==> config.mk <==
export PLATFORM = sky130hd
export DESIGN_NAME = page_ctl
export DESIGN_NICKNAME = d
export VERILOG_FILES = /design/src/rtl/page_ctl_pkg.sv /design/src/rtl/page_decode.sv /design/src/rtl/page_lock_fsm.sv /design/src/rtl/page_map.sv /design/src/rtl/page_ctl.sv
export SDC_FILE = /design/constraint.sdc
export NUM_CORES = 1
export LEC_CHECK = 0
export CAP_MARGIN = 20
export CORE_ASPECT_RATIO = 1.2
export CORE_MARGIN = 4
export CORE_UTILIZATION = 23
export CTS_CLUSTER_SIZE = 16
export DETAILED_ROUTE_END_ITERATION = 6
export PLACE_DENSITY_LB_ADDON = 0.1
export SLEW_MARGIN = 20
export SYNTH_ARGS = -nofsm -noshare
export SYNTH_HDL_FRONTEND = slang
export SYNTH_HIERARCHICAL = 1
export SYNTH_SLANG_ARGS = --single-unit
==> constraint.sdc <==
create_clock -name clk -period 2.5 [get_ports clk]
set_input_delay 0.25 -clock clk [delete_from_list [all_inputs] [get_ports clk]]
set_output_delay 0.25 -clock clk [all_outputs]
set_load 0.02 [all_outputs]
==> src/rtl/page_ctl_pkg.sv <==
package page_ctl_pkg;

    localparam int BANK_W   = 3;
    localparam int OFFS_W   = 14;
    localparam int DATA_W   = 8;
    localparam int ADDR_W   = 16;

    // field positions inside the control byte
    localparam int FLD_BANK = 0;
    localparam int FLD_SCR  = 3;
    localparam int FLD_ROM  = 4;
    localparam int FLD_LOCK = 5;

    typedef enum logic [0:0] {
        ST_OPEN   = 1'b0,
        ST_LOCKED = 1'b1
    } lock_state_e;

    typedef struct packed {
        logic [BANK_W-1:0] bank;
        logic              rom;
        logic              shadow;
    } page_cfg_t;

endpackage

==> src/rtl/page_decode.sv <==
module page_decode #(
    parameter int              ADDR_W    = 16,
    parameter logic [ADDR_W-1:0] MATCH_MASK = 16'hC002,
    parameter logic [ADDR_W-1:0] MATCH_VAL  = 16'h4000
) (
    input  logic              io_req,
    input  logic              io_wr,
    input  logic [ADDR_W-1:0] io_addr,
    output logic              wr_hit
);

    logic addr_match;

    always_comb begin
        addr_match = ((io_addr & MATCH_MASK) == MATCH_VAL);
        wr_hit     = io_req && io_wr && addr_match;
    end

endmodule

==> src/rtl/page_lock_fsm.sv <==
module page_lock_fsm
    import page_ctl_pkg::*;
#(
    parameter int DW = DATA_W
) (
    input  logic          clk,
    input  logic          rst_n,
    input  logic          wr_hit,
    input  logic [DW-1:0] wr_data,
    output page_cfg_t     cfg,
    output logic          locked
);

    lock_state_e state_q, state_d;
    page_cfg_t   cfg_d;
    page_cfg_t   cfg_q;

    // state register
    always_ff @(posedge clk) begin
        if (!rst_n) begin
            state_q <= ST_OPEN;
            cfg_q   <= '0;
        end else begin
            state_q <= state_d;
            cfg_q   <= cfg_d;
        end
    end

    // next state and stored fields
    always_comb begin
        state_d = state_q;
        cfg_d   = cfg_q;
        unique case (state_q)
            ST_OPEN: begin
                if (wr_hit) begin
                    cfg_d.bank   = wr_data[FLD_BANK +: BANK_W];
                    cfg_d.rom    = wr_data[FLD_ROM];
                    cfg_d.shadow = wr_data[FLD_SCR];
                    if (wr_data[FLD_LOCK])
                        state_d = ST_LOCKED;
                end
            end
            ST_LOCKED: begin
                state_d = ST_LOCKED;
            end
            default: state_d = ST_OPEN;
        endcase
    end

    // outputs
    always_comb begin
        cfg    = cfg_q;
        locked = (state_q == ST_LOCKED);
    end

endmodule

==> src/rtl/page_map.sv <==
module page_map
    import page_ctl_pkg::*;
#(
    parameter int              AW          = ADDR_W,
    parameter int              OW          = OFFS_W,
    parameter int              BW          = BANK_W,
    parameter logic [BW-1:0]   SLOT1_BANK  = 3'd5,
    parameter logic [BW-1:0]   SLOT2_BANK  = 3'd2,
    parameter logic [BW-1:0]   NORMAL_SCR  = 3'd5,
    parameter logic [BW-1:0]   SHADOW_SCR  = 3'd7
) (
    input  logic [AW-1:0]    cpu_addr,
    input  page_cfg_t        cfg,
    output logic [BW+OW-1:0] phys_addr,
    output logic             rom_hit,
    output logic [BW-1:0]    scr_bank
);

    localparam int SLOT_W = AW - OW;

    logic [SLOT_W-1:0] slot;
    logic [OW-1:0]     offs;
    logic [BW-1:0]     sel_bank;

    always_comb begin
        slot     = cpu_addr[AW-1:OW];
        offs     = cpu_addr[OW-1:0];
        rom_hit  = 1'b0;
        sel_bank = '0;
        unique case (slot)
            2'd0: begin
                rom_hit  = 1'b1;
                sel_bank = {{(BW-1){1'b0}}, cfg.rom};
            end
            2'd1: sel_bank = SLOT1_BANK;
            2'd2: sel_bank = SLOT2_BANK;
            2'd3: sel_bank = cfg.bank;
            default: sel_bank = '0;
        endcase
        phys_addr = {sel_bank, offs};
        scr_bank  = cfg.shadow ? SHADOW_SCR : NORMAL_SCR;
    end

endmodule

==> src/rtl/page_ctl.sv <==
module page_ctl
    import page_ctl_pkg::*;
#(
    parameter logic [ADDR_W-1:0] MATCH_MASK = 16'hC002,
    parameter logic [ADDR_W-1:0] MATCH_VAL  = 16'h4000
) (
    input  logic                     clk,
    input  logic                     rst_n,
    input  logic                     io_req,
    input  logic                     io_wr,
    input  logic [ADDR_W-1:0]        io_addr,
    input  logic [DATA_W-1:0]        io_data,
    input  logic [ADDR_W-1:0]        cpu_addr,
    output logic [BANK_W+OFFS_W-1:0] phys_addr,
    output logic                     rom_hit,
    output logic [BANK_W-1:0]        top_bank,
    output logic                     rom_sel,
    output logic                     shadow_scr,
    output logic [BANK_W-1:0]        scr_bank,
    output logic                     locked
);

    logic      wr_hit;
    page_cfg_t cfg;

    page_decode #(
        .ADDR_W     (ADDR_W),
        .MATCH_MASK (MATCH_MASK),
        .MATCH_VAL  (MATCH_VAL)
    ) u_decode (
        .io_req  (io_req),
        .io_wr   (io_wr),
        .io_addr (io_addr),
        .wr_hit  (wr_hit)
    );

    page_lock_fsm #(.DW(DATA_W)) u_fsm (
        .clk     (clk),
        .rst_n   (rst_n),
        .wr_hit  (wr_hit),
        .wr_data (io_data),
        .cfg     (cfg),
        .locked  (locked)
    );

    page_map u_map (
        .cpu_addr  (cpu_addr),
        .cfg       (cfg),
        .phys_addr (phys_addr),
        .rom_hit   (rom_hit),
        .scr_bank  (scr_bank)
    );

    assign top_bank   = cfg.bank;
    assign rom_sel    = cfg.rom;
    assign shadow_scr = cfg.shadow;

endmodule

==> results.md, run 1 <==
* Root Driver: clkbuf_4
* Pre-CTS setup slack at 678 ps
* Combinational fraction of design power at between 20% and 30%
* Initial antenna violation count at 0
* Post-route setup slack at around 690 ps
* Net Sw Frac at roughly 23%
* First-pass GRT wire length at about 1.3 mm
* Fin area at slightly below 600 sq um
* CP top delay family: buffers and inverters
* CP endpoint kind: primary output
* GPL Wtd Cong at about 0.60
* H-tree depth at 1
* Setup TNS at 0 ps
* Vias at 330
* R2r startpoint: u_fsm/locked
* IO Port Bufs at 25
* Die area at approximately 2600 sq um
* CP arrival at about 1600 ps
* Vias in the first global route at 307
* Maximum fanout along the worst path at 3
* # setup viols final at 0
* Int Pwr at about 0.18 mW
* Status: completed
* Dpl hpwl at about 760 um
* R2R Path End: u_fsm/cfg[0]
* GRT Util Overall at ~7.3%
* Seq/Total Area, Yosys at between 20 and 30%
* Drt first pass iters at 4
* CP startpoint kind: input pin
* Setup Skew at ~1.4 ps
* Core area at 1700 sq um
* Placement Cell Area at between 500 and 600 sq um
* Cts hold-fix bufs at 0
* Post-CTS setup buffers at 0
* TritonCTS clock tree: yes
* Power per cell area at 407 nW/um^2
* Die height at roughly 55 um
* Peak VDD IR at between 0.2 and 0.25 mV
* Max stage delay on crit path at ~540 ps
* Cell Area, Synth at 432 sq um
* Sequential share of power at 41.2%
* Unrepaired setup endpoints after global routing: false
* Layout area overhead at 35.9%
* DRC Markers at 0
* Rows at 16
* Post-synth cell types at 17
* Final period utilization at between 70% and 80%
* Sw Pwr at around 0.055 mW
* Fin. Hold Viols at 0
* # nets final at 109
* Cell count after synthesis at between 50 and 60
* Avg Cell Area, Syn at about 8.1 sq um
* Crit Path Category: in2out
* Largest net degree at the start of global routing at 12
* Register bit total from synthesis at 6
* Crit path to: phys_addr[14]
* CP Data Required Time at between 2000 and 2500 ps
* CP cell instances: clkdlybuf4s50_1 > inv_2 > a22o_1 > clkdlybuf4s50_1
* I/O Pins at between 70 and 80
* DR vias/cell at slightly above 4
* TritonCTS Sinks at 6
* Worst path slowest cell: clkdlybuf4s50_1
* Leakage Power at 0.218 nW
* Antenna Nets Post-Route at 0
* Bufs and invs on worst path at 3
* CTS Buf Count at 3
* Die width at between 40 and 50 um
* Clock insertion delay at the later pin of the skew report at 240 ps
* R2R setup slack at between 1500 and 2000 ps
* Area leader, netlist: buf_4
* Final worst path period need at approximately 1800 ps
* Clock slew at reported path FFs at ~40 ps
* Drt total wl at a little over 900 um
* Worst Reg-to-Reg Cells at 2
* Ys Warns at 6
* Starting DRT DRC Count at 2
* Worst path depth at 4
* Final Total Pwr at between 0.2 and 0.25 mW
* Maximum capacitance violations at 0
* Clock power frac at between 30% and 40%
* CP most frequent cell: clkdlybuf4s50_1
* Fmax at 0.554 GHz
* Finished Core Util at 34.5%
* Layout cells sized above 1 at slightly below 8%
* GRT overflow at 0
* Synth area leaders: buf_4 30%, dfxtp_1 28%, mux2i_1 12%, nand2_1 8.7%, nor2b_4 3.2%
* Antenna Cells at 0
* Share of Yosys cell area claimed by the top area cell type at ~30%
* Hold Crit Class: reg2reg
* Bufs on Longest Clock Path at 2
* Critical Path Source: cpu_addr[15]
* CTS resizes at 0
* Max-slew violation count at 0
* Initial Util at 25.4%
* Wire per inst at around 12 um
metal layers:
layer | vias up | GRT usage, % | share of wire (%)
met1 | 136 | 7.81 | 38
met3 | 2 | 7.79 | 20
met5 | - | 0 | 0
met4 | 0 | 2.69 | 1.4
li1 | 168 | - | -
met2 | 24 | 9.39 | 40
power by group through the flow:
stage	sequential (mW)	clock (mW)	combinational, mW
after floorplan	0.101	0	0.0542
after global placement	0.100	0	0.0534
after detailed placement	0.100	0	0.0535
after CTS	0.0982	0.0928	0.0537
after global routing	0.0983	0.0991	0.0566
final	0.0983	0.0874	0.0529
cells in the final DEF, fill, tap and decap left out:
cell type,netlist,final
clkdlybuf4s50_1,0,25
inv_1,1,1
a22o_1,1,1
dfxtp_1,6,6
and4_1,1,1
inv_2,1,1
nor2b_4,1,1
nand2b_1,1,1
o21a_1,1,1
clkbuf_4,0,3
conb_1,1,2
mux2i_1,5,5
nor2b_1,1,1
nand2_1,10,10
a21oi_1,2,2
nor2_1,2,2
tightest hold or removal path, stage by stage (launching register included):
cell,delay [ps]
dfxtp_1,310
nand2_1,50
mux2i_1,50
stage by stage:
step,instances,hold WS (ps)
after floorplan,54,392
after global placement,78,467
after detailed placement,78,469
after CTS,81,479
after global routing,81,500
final,81,471
synthesized netlist by cell type, drive strengths merged:
master,n
buf,19
nand2,10
dfxtp,6
mux2i,5
a21oi,2
inv,2
nor2,2
nor2b,2
a22o,1
and4,1
conb,1
nand2b,1
o21a,1
state kept, by name, summed over array words and instances (netlist names):
register and cells:
u_fsm/cfg 5, u_fsm/locked 1
worst min-delay path by stage:
stage | from | end | depth (start not counted)
floorplan | io_data[3] | u_fsm/cfg[0] | 2
finish | u_fsm/cfg[1] | u_fsm/cfg[1] | 2
detailed placement | u_fsm/cfg[2] | u_fsm/cfg[2] | 2
global route | cpu_addr[11] | phys_addr[11] | 0
CTS | u_fsm/cfg[1] | u_fsm/cfg[1] | 2
global placement | u_fsm/cfg[0] | u_fsm/cfg[0] | 2
cell families after synthesis:
logic type      after synthesis  share of synthesized area [%]
flops                         6                           27.8
other cells                   1                          0.869
mux                           5                           11.6
simple gates                 16                           18.6
buf+inv                      21                           35.1
compound gates                4                           6.09
cell type report:
cell class	count	area, sq um
Clock buffer	3	22.5
Fill cell	189	1110
Inverter	2	7.51
Sequential cell	6	120
Tap cell	18	22.5
Timing Repair Buffer	25	250
Multi-Input combinational cell	27	164
No activity file was read; power rests on OpenSTA's default activity.
==> run 2: changes to the inputs <==
Settings changed: CORE_UTILIZATION 23 to 21.
Clock period 2.5 ns to 1.8 ns, I/O delays scaled along.
==> run 2 against run 1 <==
Final cell count increased by 1.2%; global-route usage decreased by 0.15 points; setup slack got worse by 540 ps; largest power group unchanged; via count decreased by 2.4%; power increased by 38%; wire length increased by 0.96%; register-to-register slack got worse by 740 ps; core utilization decreased by 3.4 points; largest cell class unchanged; worst hold slack got worse by 110 ps; sequential power increased by 38%; critical endpoint unchanged; critical path type unchanged; highest routed layer unchanged; clock power increased by 36%; non-clock buffer count unchanged.
==> results.md, run 2 (synthesis gave the netlist of run 1 again) <==
* Wire per inst at 11.5 um (-0.27%)
* CTS resizes at 0 (unchanged)
* Final period utilization at between 90% and 100%
* Maximum capacitance violations at 0 (unchanged)
* Crit Path Category: in2out
* Unrepaired setup endpoints after global routing: false
* Power per cell area at 559 nW/um^2 (+38%)
* Cell count of the worst hold path at 0 (-2)
* GRT Util Overall at 7.15% (-0.15 points)
* Min-delay src: cpu_addr[0]
* Root Driver: clkbuf_4
* CP Data Required Time at 1620 ps (-630 ps)
* Starting DRT DRC Count at 1 (-1)
* CP endpoint kind: primary output
* Antenna Nets Post-Route at 0 (unchanged)
* Fin. Hold Viols at 0 (unchanged)
* Sequential share of power at 41.5% (+0.3 points)
* Multi-input logic area at 164 sq um (unchanged)
* Fmax at a little over 0.6 GHz
* R2r startpoint: u_fsm/locked
* Drt first pass iters at 3 (-1)
* Core area at 1890 sq um (+11%)
* Leakage Power at 0.218 nW (unchanged)
* H-tree depth at 1 (unchanged)
* Hold Crit Class: in2out
* Most common cell after layout, fill and taps aside: clkdlybuf4s50_1
* Rows at 17 (+1)
* Placement Cell Area at 566 sq um (+0.22%)
* Largest net degree at the start of global routing at 12 (unchanged)
* Post-route setup slack at 150 ps (-544 ps)
* Setup TNS at 0 ps (unchanged)
* Combinational fraction of design power at 22.3% (about the same)
* Dpl hpwl at 755 um (-1.1%)
* Vias in the first global route at 313 (+2.0%)
* # nets final at 109 (unchanged)
* Register area at 120 sq um (unchanged)
* TritonCTS Sinks at 6 (unchanged)
* Int Pwr at 0.255 mW (+39%)
* Antenna Cells at 0 (unchanged)
* Pre-CTS setup slack at 142 ps (-536 ps)
* Fill cells at 209 (+11%)
* Layout cells sized above 1 at 7.94% (unchanged)
* Net Sw Frac at 22.6% (-0.55 points)
* CP startpoint kind: input pin
* Vias at 322 (-2.4%)
* DRC Markers at 0 (unchanged)
* CTS Buf Count at 3 (unchanged)
* R2R setup slack at 920 ps (-740 ps)
* Drt total wl at 944 um (+0.96%)
* Worst Reg-to-Reg Cells at 2 (unchanged)
* I/O Pins at 71 (unchanged)
* # setup viols final at 0 (unchanged)
* Max reg flops at 5 (unchanged)
* Hold Path Sink: phys_addr[0]
* Die area at 2850 sq um (+8.0%)
* Clock power frac at 36.2% (-0.4 points)
* Status: completed
* Bufs on Longest Clock Path at 2 (unchanged)
* Post-CTS setup buffers at 0 (unchanged)
* Sw Pwr at 0.0742 mW (+35%)
* Layout area overhead at 36.2%
* Cts hold-fix bufs at 0 (unchanged)
* GPL Wtd Cong at 0.598 (-0.33%)
* R2R Path End: u_fsm/cfg[2]
* TritonCTS clock tree: yes
* Most frequent cells in the layout: 25 x clkdlybuf4s50_1, 10 x nand2_1, 6 x dfxtp_1, 5 x mux2i_1, 3 x clkbuf_4
* Die width at 49.4 um (+3.9%)
* Final worst path period need at approximately 1600 ps
* IO Port Bufs at 25 (unchanged)
* Die height at 57.7 um (+4.0%)
* DR vias/cell at 3.93 (-3.6%)
* Peak VDD IR at 0.211 mV (-2.4%)
* Setup Skew at 1.17 ps (-0.247 ps)
* CP arrival at 1470 ps (-90 ps)
* Initial Util at 22.8% (-2.6 points)
* GRT overflow at 0 (unchanged)
* Max-slew violation count at 0 (unchanged)
* Fin area at 588 sq um (+0.21%)
* Initial antenna violation count at 0 (unchanged)
* Clock insertion delay at the later pin of the skew report at 240 ps (about the same)
* First-pass GRT wire length at 1.50 mm (+14%)
* Maximum fanout along the worst path at 3 (unchanged)
run 2: cell counts in the layout (fill, tap and decap cells not counted):
Identical to the previous run, type by type.
run 2: stage by stage:
step | instances | utilization, % | hold slack [ps] | total power, mW
after CTS | 82 | 31.1 | 360 | 0.337
after global placement | 79 | 29.9 | 360 | 0.213
final | 82 | 31.1 | 360 | 0.329
after global routing | 82 | 31.1 | 360 | 0.350
after floorplan | 54 | - | 322 | 0.216
after detailed placement | 79 | 29.9 | 360 | 0.213
run 2: critical path, stage by stage:
cell and delay [ps]:
clkdlybuf4s50_1 510, inv_2 60, a22o_1 200, clkdlybuf4s50_1 530
run 2: power groups by stage:
| stage | combinational (mW) | sequential (mW) | clock [mW] |
|---|---|---|---|
| 6_report | 0.0734 | 0.136 | 0.119 |
| 5_1_grt | 0.0786 | 0.137 | 0.135 |
| 4_1_cts | 0.0744 | 0.136 | 0.126 |
| 3_5_place_dp | 0.0741 | 0.139 | 0 |
| 3_3_place_gp | 0.0739 | 0.139 | 0 |
| 2_1_floorplan | 0.0753 | 0.141 | 0 |
run 2: metal layers:
layer,track usage [%],up-vias,wire (um)
li1,-,168,-
met1,7.96,135,350
met2,9.00,17,472
met3,3.60,2,117
met4,8.30,0,5
met5,0,-,0
run 2: worst max path at each step:
stage                             from  cells past startpoint  slack [ps]             to
after floorplan           u_fsm/cfg[3]                      2         770  phys_addr[15]
after global placement    cpu_addr[15]                      4         130  phys_addr[14]
after detailed placement  cpu_addr[15]                      4         140  phys_addr[14]
after CTS                 cpu_addr[15]                      4         150  phys_addr[15]
after global routing      cpu_addr[15]                      4         110  phys_addr[14]
final                     cpu_addr[15]                      4         150  phys_addr[14]
run 2: cell type report:
class,count,share of cell area (%)
sequential,6,20.4
timing repair buffer,25,42.6
inverter,2,1.28
tap,19,4.04
multi-input combinational,27,27.9
clock buffer,3,3.83
==> run 3: changes to the inputs <==
--- a/constraint.sdc
+++ b/constraint.sdc
@@ -3,2 +3,2 @@
 set_output_delay 0.18 -clock clk [all_outputs]
-set_load 0.02 [all_outputs]
+set_load 0.1 [all_outputs]
==> run 3 against run 2 <==
First-iteration DRC count grew 100%; wire length grew 5.1%; highest routed layer unchanged; non-clock buffer count is the same; critical endpoint unchanged; clock power is essentially flat.
==> results.md, run 3 (synthesis gave the netlist of run 1 again) <==
* Worst-case hold slack at 360 ps (+0.0300 ps)
* Critical Path Source: cpu_addr[15]
* CP top delay family: buffers and inverters
* Cell count of the worst hold path at 0 (unchanged)
* CP endpoint kind: primary output
* GRT overflow at 0 (unchanged)
* Worst Reg-to-Reg Cells at 2 (unchanged)
* TritonCTS Sinks at 6 (unchanged)
* Setup Skew at 0.309 ps (-0.857 ps)
* R2r startpoint: u_fsm/locked
* Final worst path period need at 1390 ps (-264 ps)
* Drt first pass iters at 2 (-1)
* Fin area at 624 sq um (+6.2%)
* Most frequent cells in the layout: 14 x clkdlybuf4s50_1, 10 x nand2_1, 7 x buf_4, 6 x dfxtp_1, 5 x mux2i_1
* Crit Path Category: in2out
* Clock insertion delay at the later pin of the skew report at 240 ps (about the same)
* R2R setup slack at 950 ps (+30 ps)
* First-pass GRT wire length at 1.68 mm (+12%)
* Max stage delay on crit path at 520 ps (about the same)
* # setup viols final at 0 (unchanged)
* GPL Wtd Cong at 0.602 (+0.65%)
* CTS Buf Count at 3 (unchanged)
* Dpl hpwl at 812 um (+7.6%)
* Rows at 17 (unchanged)
* Layout cells sized above 1 at 30.2% (+22 points)
* Initial antenna violation count at 0 (unchanged)
* I/O Pins at 71 (unchanged)
* Core area at 1890 sq um (unchanged)
* Max-slew violation count at 0 (unchanged)
* Most common cell after layout, fill and taps aside: clkdlybuf4s50_1
* Initial Util at 22.8% (unchanged)
* Vias in the first global route at 383 (+22%)
* Worst path depth at 4 (unchanged)
* IO Port Bufs at 25 (unchanged)
* H-tree depth at 1 (unchanged)
* Largest net degree at the start of global routing at 12 (unchanged)
* Max reg flops at 5 (unchanged)
* Inst Count DP at 79 (unchanged)
* DRC Markers at 0 (unchanged)
* Status: completed
* Maximum capacitance violations at 0 (unchanged)
* Die area at 2850 sq um (unchanged)
* Cts hold-fix bufs at 0 (unchanged)
* Final period utilization at 77.0% (-15 points)
* CP startpoint kind: input pin
* TritonCTS clock tree: yes
* Bufs and invs on worst path at 3 (unchanged)
* Worst path slowest cell: clkdlybuf4s50_1
* # nets final at 109 (unchanged)
* Layout area overhead at 44.6%
* CTS resizes at 0 (unchanged)
* Peak VDD IR at 0.253 mV (+20%)
* Post-CTS setup buffers at 0 (unchanged)
* DR vias/cell at 4.17 (+6.2%)
* Leakage Power at 0.255 nW (+17%)
* Starting DRT DRC Count at 2 (+1)
* CP Data Required Time at 1620 ps (about the same)
* Root Driver: clkbuf_4
* Antenna Cells at 0 (unchanged)
* Antenna Nets Post-Route at 0 (unchanged)
* Wire per inst at 12.1 um (+5.1%)
* Final Total Pwr at 0.403 mW (+23%)
* Setup TNS at 0 ps (unchanged)
* CP cell instances: clkdlybuf4s50_1 > inv_2 > a22o_2 > buf_12
* Crit path to: phys_addr[14]
* Die width at 49.4 um (unchanged)
* Unrepaired setup endpoints after global routing: false
* Fin. Hold Viols at 0 (unchanged)
* GRT Util Overall at 8.13% (+0.98 points)
* Placement Cell Area at 602 sq um (+6.4%)
* Power per cell area at 645 nW/um^2 (+15%)
* Post-Layout Cell Count at 82 (unchanged)
* CP arrival at 1210 ps (-260 ps)
* Hold Crit Class: in2out
* Maximum fanout along the worst path at 3 (unchanged)
* Fmax at 0.722 GHz (+19%)
* Bufs on Longest Clock Path at 2 (unchanged)
* Vias at 342 (+6.2%)
* Drt total wl at 992 um (+5.1%)
* R2R Path End: u_fsm/cfg[0]
* Die height at 57.7 um (unchanged)
==> run 3: cell types whose count changed in the layout (fill, tap and decap cells not counted) <==
cell / delta
a21oi_1: -1
a21oi_4: +1
a22o_1: -1
a22o_2: +1
buf_12: +4
buf_4: +7
clkdlybuf4s50_1: -11
o21a_1: -1
o21a_2: +1
==> run 3: how the worst min path moves through the flow <==
stage            startpoint            end  slack (ps)
2_1_floorplan    io_data[3]   u_fsm/cfg[0]         320
3_3_place_gp   cpu_addr[12]  phys_addr[12]         360
3_5_place_dp   cpu_addr[12]  phys_addr[12]         360
4_1_cts        cpu_addr[12]  phys_addr[12]         360
5_1_grt         cpu_addr[1]   phys_addr[1]         360
6_report        cpu_addr[2]   phys_addr[2]         360
==> run 3: area by class of cell <==
type,count,area (sq um)
timing repair buffer,25,273
multi-input combinational,27,178
inverter,2,7.51
fill,210,1270
sequential,6,120
tap,19,23.8
clock buffer,3,22.5
==> run 3: routing by layer <==
| layer | vias to the layer above | global-route usage, % | share of wire (%) |
|---|---|---|---|
| met1 | 158 | 6.42 | 34 |
| met3 | 2 | 4.88 | 10 |
| met4 | 0 | 9.49 | 0.40 |
| met2 | 13 | 12.8 | 55 |
| met5 | - | 0 | 0 |
| li1 | 169 | - | - |
==> run 3: power by group <==
part	total, mW	leakage, nW	internal [mW]	switching, mW
clock	0.120	0.0138	0.0751	0.0447
combinational	0.146	0.193	0.0558	0.0907
sequential	0.137	0.0484	0.135	0.00142
==> run 3: per-stage QoR <==
stage | util, % | worst slack [ps]
6_report | 33.0 | 414
5_1_grt | 33.0 | 362
4_1_cts | 33.0 | 403
3_5_place_dp | 31.8 | 321
3_3_place_gp | 31.8 | 360
2_1_floorplan | - | -116
